**src/rtl/serial_adc_pkg.sv**
```systemverilog
`timescale 1ns/1ps
// Package: shared types for the serial ADC readout controller.
// Assumes: nothing beyond the standard language.
package serial_adc_pkg;

    // Controller sequencing states.
    typedef enum logic [1:0] {
        RD_IDLE = 2'd0,
        RD_RUN  = 2'd1,
        RD_GAP  = 2'd2
    } rd_state_e;

endpackage

```
**src/rtl/adc_sclk_div.sv**
```systemverilog
`timescale 1ns/1ps
// Module: adc_sclk_div
// Produces a one-cycle tick every DIV_HALF system cycles while enabled.
// Each tick marks the end of one data-clock half period.
// Assumes: DIV_HALF >= 1. The counter restarts from zero whenever en is low.
module adc_sclk_div #(
    parameter int DIV_HALF = 2
) (
    input  logic clk,
    input  logic rst_n,
    input  logic en,
    output logic tick
);
    localparam int HW = (DIV_HALF > 1) ? $clog2(DIV_HALF) : 1;

    logic [HW-1:0] hcnt_q;

    assign tick = en && (hcnt_q == HW'(DIV_HALF - 1));

    // Half-period counter: held at zero when disabled, wraps on each tick.
    always_ff @(posedge clk) begin
        if (!rst_n || !en) begin
            hcnt_q <= '0;
        end else if (tick) begin
            hcnt_q <= '0;
        end else begin
            hcnt_q <= hcnt_q + 1'b1;
        end
    end
endmodule

```
**src/rtl/adc_frame_capture.sv**
```systemverilog
`timescale 1ns/1ps
// Module: adc_frame_capture
// Sorts each sampled bit by its rising-edge number within the frame.
// The null bit is checked low, result bits are shifted in MSB first,
// and echo bits are compared against the word already assembled.
// Assumes: edge_num is the 1-based number of the rising edge being sampled.
// clear is pulsed when a new frame is accepted.
module adc_frame_capture #(
    parameter int DATA_W      = 16,
    parameter int SAMPLE_CLKS = 5,
    parameter int CNT_W       = 6
) (
    input  logic              clk,
    input  logic              rst_n,
    input  logic              clear,
    input  logic              sample_en,
    input  logic [CNT_W-1:0]  edge_num,
    input  logic              sdata_i,
    output logic [DATA_W-1:0] word_o,
    output logic              err_o
);
    localparam int NULL_POS   = SAMPLE_CLKS + 1;
    localparam int FIRST_BIT  = NULL_POS + 1;
    localparam int LAST_SHORT = NULL_POS + DATA_W;
    localparam int LAST_LONG  = LAST_SHORT + DATA_W - 1;
    localparam int IDX_W      = $clog2(DATA_W);

    logic [IDX_W-1:0] echo_idx;
    logic             in_word;
    logic             in_echo;

    assign echo_idx = IDX_W'(edge_num - CNT_W'(LAST_SHORT));
    assign in_word  = (edge_num >= CNT_W'(FIRST_BIT)) && (edge_num <= CNT_W'(LAST_SHORT));
    assign in_echo  = (edge_num >  CNT_W'(LAST_SHORT)) && (edge_num <= CNT_W'(LAST_LONG));

    // Word assembly and sticky error accumulation for the current frame.
    always_ff @(posedge clk) begin
        if (!rst_n || clear) begin
            word_o <= '0;
            err_o  <= 1'b0;
        end else if (sample_en) begin
            if (edge_num == CNT_W'(NULL_POS)) begin
                if (sdata_i) err_o <= 1'b1;
            end else if (in_word) begin
                word_o <= {word_o[DATA_W-2:0], sdata_i};
            end else if (in_echo) begin
                if (sdata_i != word_o[echo_idx]) err_o <= 1'b1;
            end
        end
    end
endmodule

```
**src/rtl/serial_adc_reader.sv**
```systemverilog
`timescale 1ns/1ps
// Module: serial_adc_reader (top)
// Reads one conversion from a three-wire serial converter per accepted
// request. It drives chip select and a divided data clock, samples the data
// line on each rising edge, and reports the result with a valid pulse and
// an error flag.
// Assumes: the converter changes data on falling clock edges. Requests that
// arrive while busy are dropped.
module serial_adc_reader
    import serial_adc_pkg::*;
#(
    parameter int DIV_HALF    = 2,
    parameter int DATA_W      = 16,
    parameter int SAMPLE_CLKS = 5
) (
    input  logic              clk,
    input  logic              rst_n,
    input  logic              start_i,
    input  logic              long_frame_i,
    input  logic              sdata_i,
    output logic              cs_n_o,
    output logic              sclk_o,
    output logic              busy_o,
    output logic              valid_o,
    output logic [DATA_W-1:0] result_o,
    output logic              err_o
);
    localparam int NULL_POS   = SAMPLE_CLKS + 1;
    localparam int LAST_SHORT = NULL_POS + DATA_W;
    localparam int LAST_LONG  = LAST_SHORT + DATA_W - 1;
    localparam int CNT_W      = $clog2(LAST_LONG + 1);

    rd_state_e         state_q;
    logic              tick;
    logic              mode_q;
    logic              gap_q;
    logic [CNT_W-1:0]  edge_q;
    logic [CNT_W-1:0]  edge_next;
    logic [CNT_W-1:0]  last_edge;
    logic              start_ok;
    logic              sample_en;
    logic [DATA_W-1:0] cap_word;
    logic              cap_err;

    assign start_ok  = (state_q == RD_IDLE) && start_i;
    assign edge_next = edge_q + 1'b1;
    assign last_edge = mode_q ? CNT_W'(LAST_LONG) : CNT_W'(LAST_SHORT);
    assign sample_en = (state_q == RD_RUN) && tick && !sclk_o;
    assign busy_o    = (state_q != RD_IDLE);

    adc_sclk_div #(
        .DIV_HALF (DIV_HALF)
    ) u_div (
        .clk   (clk),
        .rst_n (rst_n),
        .en    (state_q != RD_IDLE),
        .tick  (tick)
    );

    adc_frame_capture #(
        .DATA_W      (DATA_W),
        .SAMPLE_CLKS (SAMPLE_CLKS),
        .CNT_W       (CNT_W)
    ) u_cap (
        .clk       (clk),
        .rst_n     (rst_n),
        .clear     (start_ok),
        .sample_en (sample_en),
        .edge_num  (edge_next),
        .sdata_i   (sdata_i),
        .word_o    (cap_word),
        .err_o     (cap_err)
    );

    // Frame sequencing: select, clock toggling, closing gap and reporting.
    always_ff @(posedge clk) begin
        if (!rst_n) begin
            state_q  <= RD_IDLE;
            cs_n_o   <= 1'b1;
            sclk_o   <= 1'b0;
            edge_q   <= '0;
            gap_q    <= 1'b0;
            mode_q   <= 1'b0;
            valid_o  <= 1'b0;
            result_o <= '0;
            err_o    <= 1'b0;
        end else begin
            valid_o <= 1'b0;
            case (state_q)
                RD_IDLE: begin
                    if (start_i) begin
                        state_q <= RD_RUN;
                        cs_n_o  <= 1'b0;
                        sclk_o  <= 1'b0;
                        edge_q  <= '0;
                        mode_q  <= long_frame_i;
                    end
                end
                RD_RUN: begin
                    if (tick) begin
                        sclk_o <= !sclk_o;
                        if (!sclk_o) begin
                            edge_q <= edge_next;
                        end else if (edge_q == last_edge) begin
                            cs_n_o  <= 1'b1;
                            gap_q   <= 1'b0;
                            state_q <= RD_GAP;
                        end
                    end
                end
                RD_GAP: begin
                    if (tick) begin
                        if (gap_q) begin
                            state_q  <= RD_IDLE;
                            valid_o  <= 1'b1;
                            result_o <= cap_word;
                            err_o    <= cap_err;
                        end else begin
                            gap_q <= 1'b1;
                        end
                    end
                end
                default: state_q <= RD_IDLE;
            endcase
        end
    end
endmodule

```
**config.mk**
```make
export PLATFORM = sky130hd
export DESIGN_NAME = serial_adc_reader
export DESIGN_NICKNAME = d
export VERILOG_FILES = /design/src/rtl/serial_adc_pkg.sv /design/src/rtl/adc_sclk_div.sv /design/src/rtl/adc_frame_capture.sv /design/src/rtl/serial_adc_reader.sv
export SDC_FILE = /design/constraint.sdc
export NUM_CORES = 1
export LEC_CHECK = 0
export ABC_AREA = 1
export BUFFER_PORTS_ARGS = -buffer_cell sky130_fd_sc_hd__buf_2
export CAP_MARGIN = 20
export CORE_MARGIN = 8
export CORE_UTILIZATION = 55
export CTS_CLUSTER_DIAMETER = 40
export DETAILED_ROUTE_END_ITERATION = 8
export GPL_TIMING_DRIVEN = 0
export PLACE_DENSITY = 0.72
export SYNTH_ARGS = -nofsm -noshare
export SYNTH_HDL_FRONTEND = slang
export SYNTH_SLANG_ARGS = --single-unit
```
**constraint.sdc**
```tcl
create_clock -name clk -period 2.7 [get_ports clk]
set_input_delay 0.135 -clock clk [delete_from_list [all_inputs] [get_ports clk]]
set_output_delay 0.135 -clock clk [all_outputs]
set_load 0.01 [all_outputs]
```
## After elaboration in Yosys (flattened, before gate mapping)

Index checks and enable logic that the tools add are counted.

- Register bits after elaboration: 48
- Bits in latches: 0
- Memory bits (writable): 0
- Memory bits (read-only): 0
- Output and inout port bits: 21
- Logic and storage cells: 95
- Memories: 0

- Add/sub/neg operators: 3
- Multipliers: 0
- Divide/modulo/power cells: 0
- Order comparisons: 5
- Eq/ne operators: 14
- Shift operators: 0
- Muxes and demuxes: 32
- Bitwise operators: 1
- Reduce and logical (&&, ||, !) cells: 28

Operators with widths:

| cell | number |
|---|---|
| $mux W6 | 4 |
| $mux W1 | 16 |
| $ne A2 B2 Y1 const B | 8 |
| $reduce_and A5 Y1 | 3 |
| $mux W2 | 6 |
| $pmux W6 S2 | 1 |
| $reduce_and A3 Y1 | 4 |
| $reduce_bool A2 Y1 | 5 |
| $add A6 B1 Y6 const B | 1 |
| $eq A6 B3 Y1 const B | 1 |
| $eq A6 B6 Y1 | 1 |
| $ge A6 B3 Y1 const B | 1 |
| $gt A6 B5 Y1 const B | 1 |
| $le A6 B5 Y1 const B | 1 |
| $le A6 B6 Y1 const B | 1 |
| $logic_and A1 B1 Y1 | 6 |
| $pmux W1 S2 | 3 |
| $pmux W2 S3 | 1 |
| $reduce_and A6 Y1 | 1 |
| $lt A4 B5 Y1 const B | 1 |
| $bmux W1 S4 | 1 |
| $reduce_and A4 Y1 | 1 |
| $sub A4 B3 Y4 const B | 1 |
| $logic_not A1 Y1 | 3 |
| other kinds (10) | 11 |

## Longest topological paths before layout

- Depth after elaboration: 9
- Gate-level depth with buffers: 14
- Depth with buffers taken out: 14

## By module

Synthesis repeated with hierarchy kept, for this count alone.

- Cells, all modules: 318
- Area total of the unflattened synthesis: 2362.3 um^2

Modules (own cells, without submodules):

| module | instances | cells an instance | area an instance (um^2) |
|---|---|---|---|
| serial_adc_reader | 1 | 175 | 1326.3 |
| adc_frame_capture | 1 | 138 | 998.5 |
| adc_sclk_div | 1 | 5 | 37.5 |

## Worst setup path after synthesis

No wires, ideal clock.

- Path kind: reg-to-reg
- Start point: register edge_q[0]
- End point: register u_cap.err_o
- Setup time: 70 ps
- Arrival time: 1933 ps
- Setup slack: 697 ps
- Stages on the path, launching flop included: 13
- Path buffers: 0
- Clock period less this slack: 2003 ps
- Path through: dfxtp_1 > clkinv_1 > ha_1 > ha_1 > inv_1 > nand2_1 > nand2_1 > nand3_1 > nand3_1 > nand2_1 > nand2_1 > nand2_1 > a21oi_1

- Cells in the longest elaborated chain, start to end: 7

Ends and longest elaborated chain:

| item | RTL line | text |
|---|---|---|
| start: declaration | serial_adc_reader.sv:37 | `logic [CNT_W-1:0] edge_q;` |
| start signal: assignment | serial_adc_reader.sv:103 | `edge_q <= edge_next;` |
| $add A6 B1 Y6 * | serial_adc_reader.sv:46 | `assign edge_next = edge_q + 1'b1;` |
| $sub A4 B3 Y4 | adc_frame_capture.sv:32 | `assign echo_idx = IDX_W'(edge_num - CNT_W'(LAST_SHORT));` |
| $bmux W1 S4 | adc_frame_capture.sv:47 | `if (sdata_i != word_o[echo_idx]) err_o <= 1'b1;` |
| $mux W1 (not written as such) | adc_frame_capture.sv:47 |  |
| $ne A1 B1 Y1 | adc_frame_capture.sv:47 |  |
| $reduce_bool A2 Y1 (no line) | -- |  |
| $reduce_and A5 Y1 (no line) | -- |  |
| end signal: assignment | adc_frame_capture.sv:40 | `err_o <= 1'b0;` |
| end signal: assignment | adc_frame_capture.sv:43 | `if (sdata_i) err_o <= 1'b1;` |
| end signal: assignment | adc_frame_capture.sv:47 |  |
| end: declaration | adc_frame_capture.sv:20 | `output logic err_o` |

Mark *: on every way between the ends. The rest lies on a longest branch, timed or not. The select of a mux whose other input is x is not followed.
A chain may end at the register's enable or synchronous reset.

## Worst setup path after layout

- Start point: register edge_q[0]
- End point: register u_cap.word_o[11]

- Cells in the longest elaborated chain, start to end: 4

Ends and longest elaborated chain:

| item | RTL line | text |
|---|---|---|
| $add A6 B1 Y6 * | serial_adc_reader.sv:46 |  |
| $ge A6 B3 Y1, or another cell as far along | adc_frame_capture.sv:33 | `assign in_word = (edge_num >= CNT_W'(FIRST_BIT)) && (edge_num <= CNT_W'(LAST_SHORT));` |
| $logic_and A1 B1 Y1 or $not A1 Y1 (tied branches) | -- |  |
| $reduce_and A3 Y1 (no line) * | -- |  |
| end signal: assignment | adc_frame_capture.sv:45 | `word_o <= {word_o[DATA_W-2:0], sdata_i};` |
| end: declaration | adc_frame_capture.sv:19 | `output logic [DATA_W-1:0] word_o,` |

Mark *: on every way between the ends. The rest lies on a longest branch, timed or not.

==> run_results.csv <==
group,metric,value,unit
global_routing,antenna_found_initial,0,
setup_path,startpoint_type,"register",
route,wl_met1,2670,µm
setup_path,crit_fanout,11,
timing,worstMarginPinSlew,0.515,ns
setup_path,path_delay_family,"buffers and inverters",
timing,setup_viol,0,
global_routing,grt_max_degree,17,
setup_path,crit_arrival,2.67,ns
cells_and_area,final_util,65.3,%
global_routing,grt_pass1_vias,1943,
timing,rsz0062_at_grt,"no",
timing,post-route-min-period,2.43,ns
synth,synth.distinct_cells,29,
synth,synth-seq-area-share,41.3,%
floorplanning,dieArea,6570,µm²
timing,clock.fmax,412,MHz
cells_and_area,final_common_cell,"nand2_1",
global_routing,grt-ovfl-total,0,
floorplanning,core_area,4030,µm²
place,hpwl,3960,µm
timing,slew_headroom,65.6,%
setup_path,crit_top_cell,"nand3_1",
clocking,root_buffer,"clkbuf_8",
hold_path,holdCritPathClass,"in2reg",
synth,postSynthAreaPerCell,7.21,µm²
route,drt-pass1-iter-count,4,
synth,syn_area,2330,µm²
route,routed_wl,5190,µm
synth,syn-num-nets,333,
route,highest_layer,"met4",
route,wl_met2,2220,µm
clocking,cts_buffer_depth,2,
floorplanning,die_y,81.1,µm
setup_path,crit_type,"reg2reg",
place,place_area,2520,µm²
floorplanning,die_w,81.1,µm
cells_and_area,final_area,2630,µm²
route,ant_nets,0,
setup_path,crit_path_max_incr_delay,0.52,ns
power_and_ir_drop,finalPower,1.41,mW
floorplanning,initial_core_util,57.8,%
synth,synth_edf_count,0,
cells_and_area,layout_common_cells,"nand2_1 (69), dfxtp_1 (48), nor2_1 (41), o21ai_0 (27), buf_2 (27)",
synth,postSynth.asyncResetShare,0,%
route,wl_per_cell,12.8,µm
synth,ys.flop_type,"dfxtp_1",
synth,yosys_warnings,0,
clocking,htreeDepth,2,
timing,finalHoldViolations,0,
timing,hold_ws,0.0840,ns
setup_path,critPathBufInv,3,
clocking,path_clk_slew,0.09,ns
cells_and_area,nNetsFinal,365,
power_and_ir_drop,irDropWorstVdd,407,µV
cells_and_area,diodes,0,
place,gp_congestion,0.871,
route,num_vias,2105,
place,io_buffers,25,
run,drv_cap,0,
clocking,insertion_delay,0.31,ns
route,via_per_inst,5.18,
route,drc,0,
setup_path,crit_chain,"clkinv_1 > ha_1 > nand3_1 > nand3_1 > nand3_1 > nand4_4 > inv_4 > buf_8 > nand2_2 > a21oi_2",
clocking,cts.sinks,48,
cells_and_area,area_growth,13.0,%
route,drt-initial-drc-count,111,
timing,finalCritPeriodShare,90.0,%
clocking,cts_tree,"done",
status,run_status,"completed",
route,met3_length,210,µm
clocking,postCtsHoldBufs,0,
synth,syn_inst,323,
timing,finalSetupTns,0,ns
timing,slew_viol_final,0,
synth,yosys_register_bits,48,
clocking,post_cts.repair.setup_buffers,0,
floorplanning,io_pins,26,
global_routing,grtUsageTotal,17.0,%
setup_path,endpoint_kind,"register",
power_and_ir_drop,power.density,537,nW/µm²
timing,finClkSkew,0.00582,ns
clocking,cts_made_buffers,5,
global_routing,grt_pass1_wl,8910,µm
clocking,post_cts_resized,0,
floorplanning,rows,23,
power_and_ir_drop,p_leak,1.16,nW
cells_and_area,layout-drive-gt1-share,19.1,%
setup_path,critPathSlowestCell,"ha_1",
setup_path,cp_data_required_time,2.95,ns
==> registers in the layout, indices dropped and copies added, names as in the netlist <==
signal / count
mode_q: 1
result_o: 16
edge_q: 6
cs_n_o: 1
state_q: 2
sclk_o: 1
valid_o: 1
u_cap.word_o: 16
u_cap.err_o: 1
u_div.hcnt_q: 1
gap_q: 1
err_o: 1
==> area by class of cell <==
class / instances / area, µm²
tap: 50 / 62.6
timing repair buffer: 25 / 125
multi-input combinational: 230 / 1170
fill: 386 / 1400
clock buffer: 5 / 68.8
sequential: 48 / 961
clock inverter: 3 / 46.3
buffer: 11 / 62.6
inverter: 34 / 130
==> worst register-to-register path, stage by stage, from the launching register on <==
cell	delay [ns]
dfxtp_1	0.48
clkinv_1	0.34
ha_1	0.52
nand3_1	0.13
nand3_1	0.07
nand3_1	0.17
nand4_4	0.19
inv_4	0.15
buf_8	0.16
nand2_2	0.06
a21oi_2	0.11
==> metrics by stage <==
step,setup WS (ns),instances
CTS,0.289,406
floorplan,0.697,323
global placement,0.309,398
global route,0.0469,406
detailed placement,0.308,398
finish,0.271,406
==> cell usage after synthesis (2+ instances only) <==
| cell | count | area share (%) |
|---|---|---|
| inv_2 | 5 | 0.81 |
| nor2_1 | 41 | 6.6 |
| nand2_1 | 69 | 11 |
| nand3_1 | 24 | 5.2 |
| nand4_1 | 2 | 0.54 |
| buf_4 | 2 | 0.64 |
| nand3_2 | 2 | 0.86 |
| nand3b_1 | 2 | 0.64 |
| o21ai_0 | 27 | 5.8 |
| clkbuf_1 | 6 | 0.97 |
| ha_1 | 5 | 2.7 |
| a211oi_1 | 4 | 1.3 |
| inv_1 | 25 | 4.0 |
| a21oi_1 | 24 | 5.2 |
| clkinv_1 | 3 | 0.48 |
| nor2_4 | 2 | 0.97 |
| dfxtp_1 | 48 | 41 |
| a21oi_2 | 7 | 2.6 |
| nand2_2 | 10 | 2.7 |
| xor2_1 | 2 | 0.75 |
| nor3_1 | 4 | 0.86 |
| buf_2 | 2 | 0.43 |
==> kinds of logic after synthesis <==
family | count (synthesis) | share of synthesized area [%]
buf+inv | 45 | 8.27
simple gates | 159 | 31.5
flops | 48 | 41.3
xor+xnor | 2 | 0.752
fa+ha+maj | 5 | 2.69
compound gates | 64 | 15.5
==> path summary, 6_finish.rpt <==
kind	to	start	slack [ns]	cells after the start
worst max-delay path	u_cap.word_o[11]	edge_q[0]	0.27	10
worst min register to register	cs_n_o	cs_n_o	0.46	2
worst max register to register	u_cap.word_o[11]	edge_q[0]	0.27	10
worst min-delay path	u_cap.word_o[0]	sdata_i	0.08	3
==> where the power goes <==
part,leakage (nW),internal (mW),total (mW),switching [mW]
logic,0.721,0.0490,0.145,0.0959
registers,0.388,0.720,0.735,0.0150
clock network,0.0548,0.279,0.534,0.254
==> metal layers <==
| metal | vias up | track usage [%] |
|---|---|---|
| met3 | 8 | 3.75 |
| met1 | 949 | 22.5 |
| met4 | 0 | 6.43 |
| met5 | - | 0 |
| li1 | 1111 | - |
| met2 | 37 | 26.3 |
No activity file was read; power rests on OpenSTA's default activity.
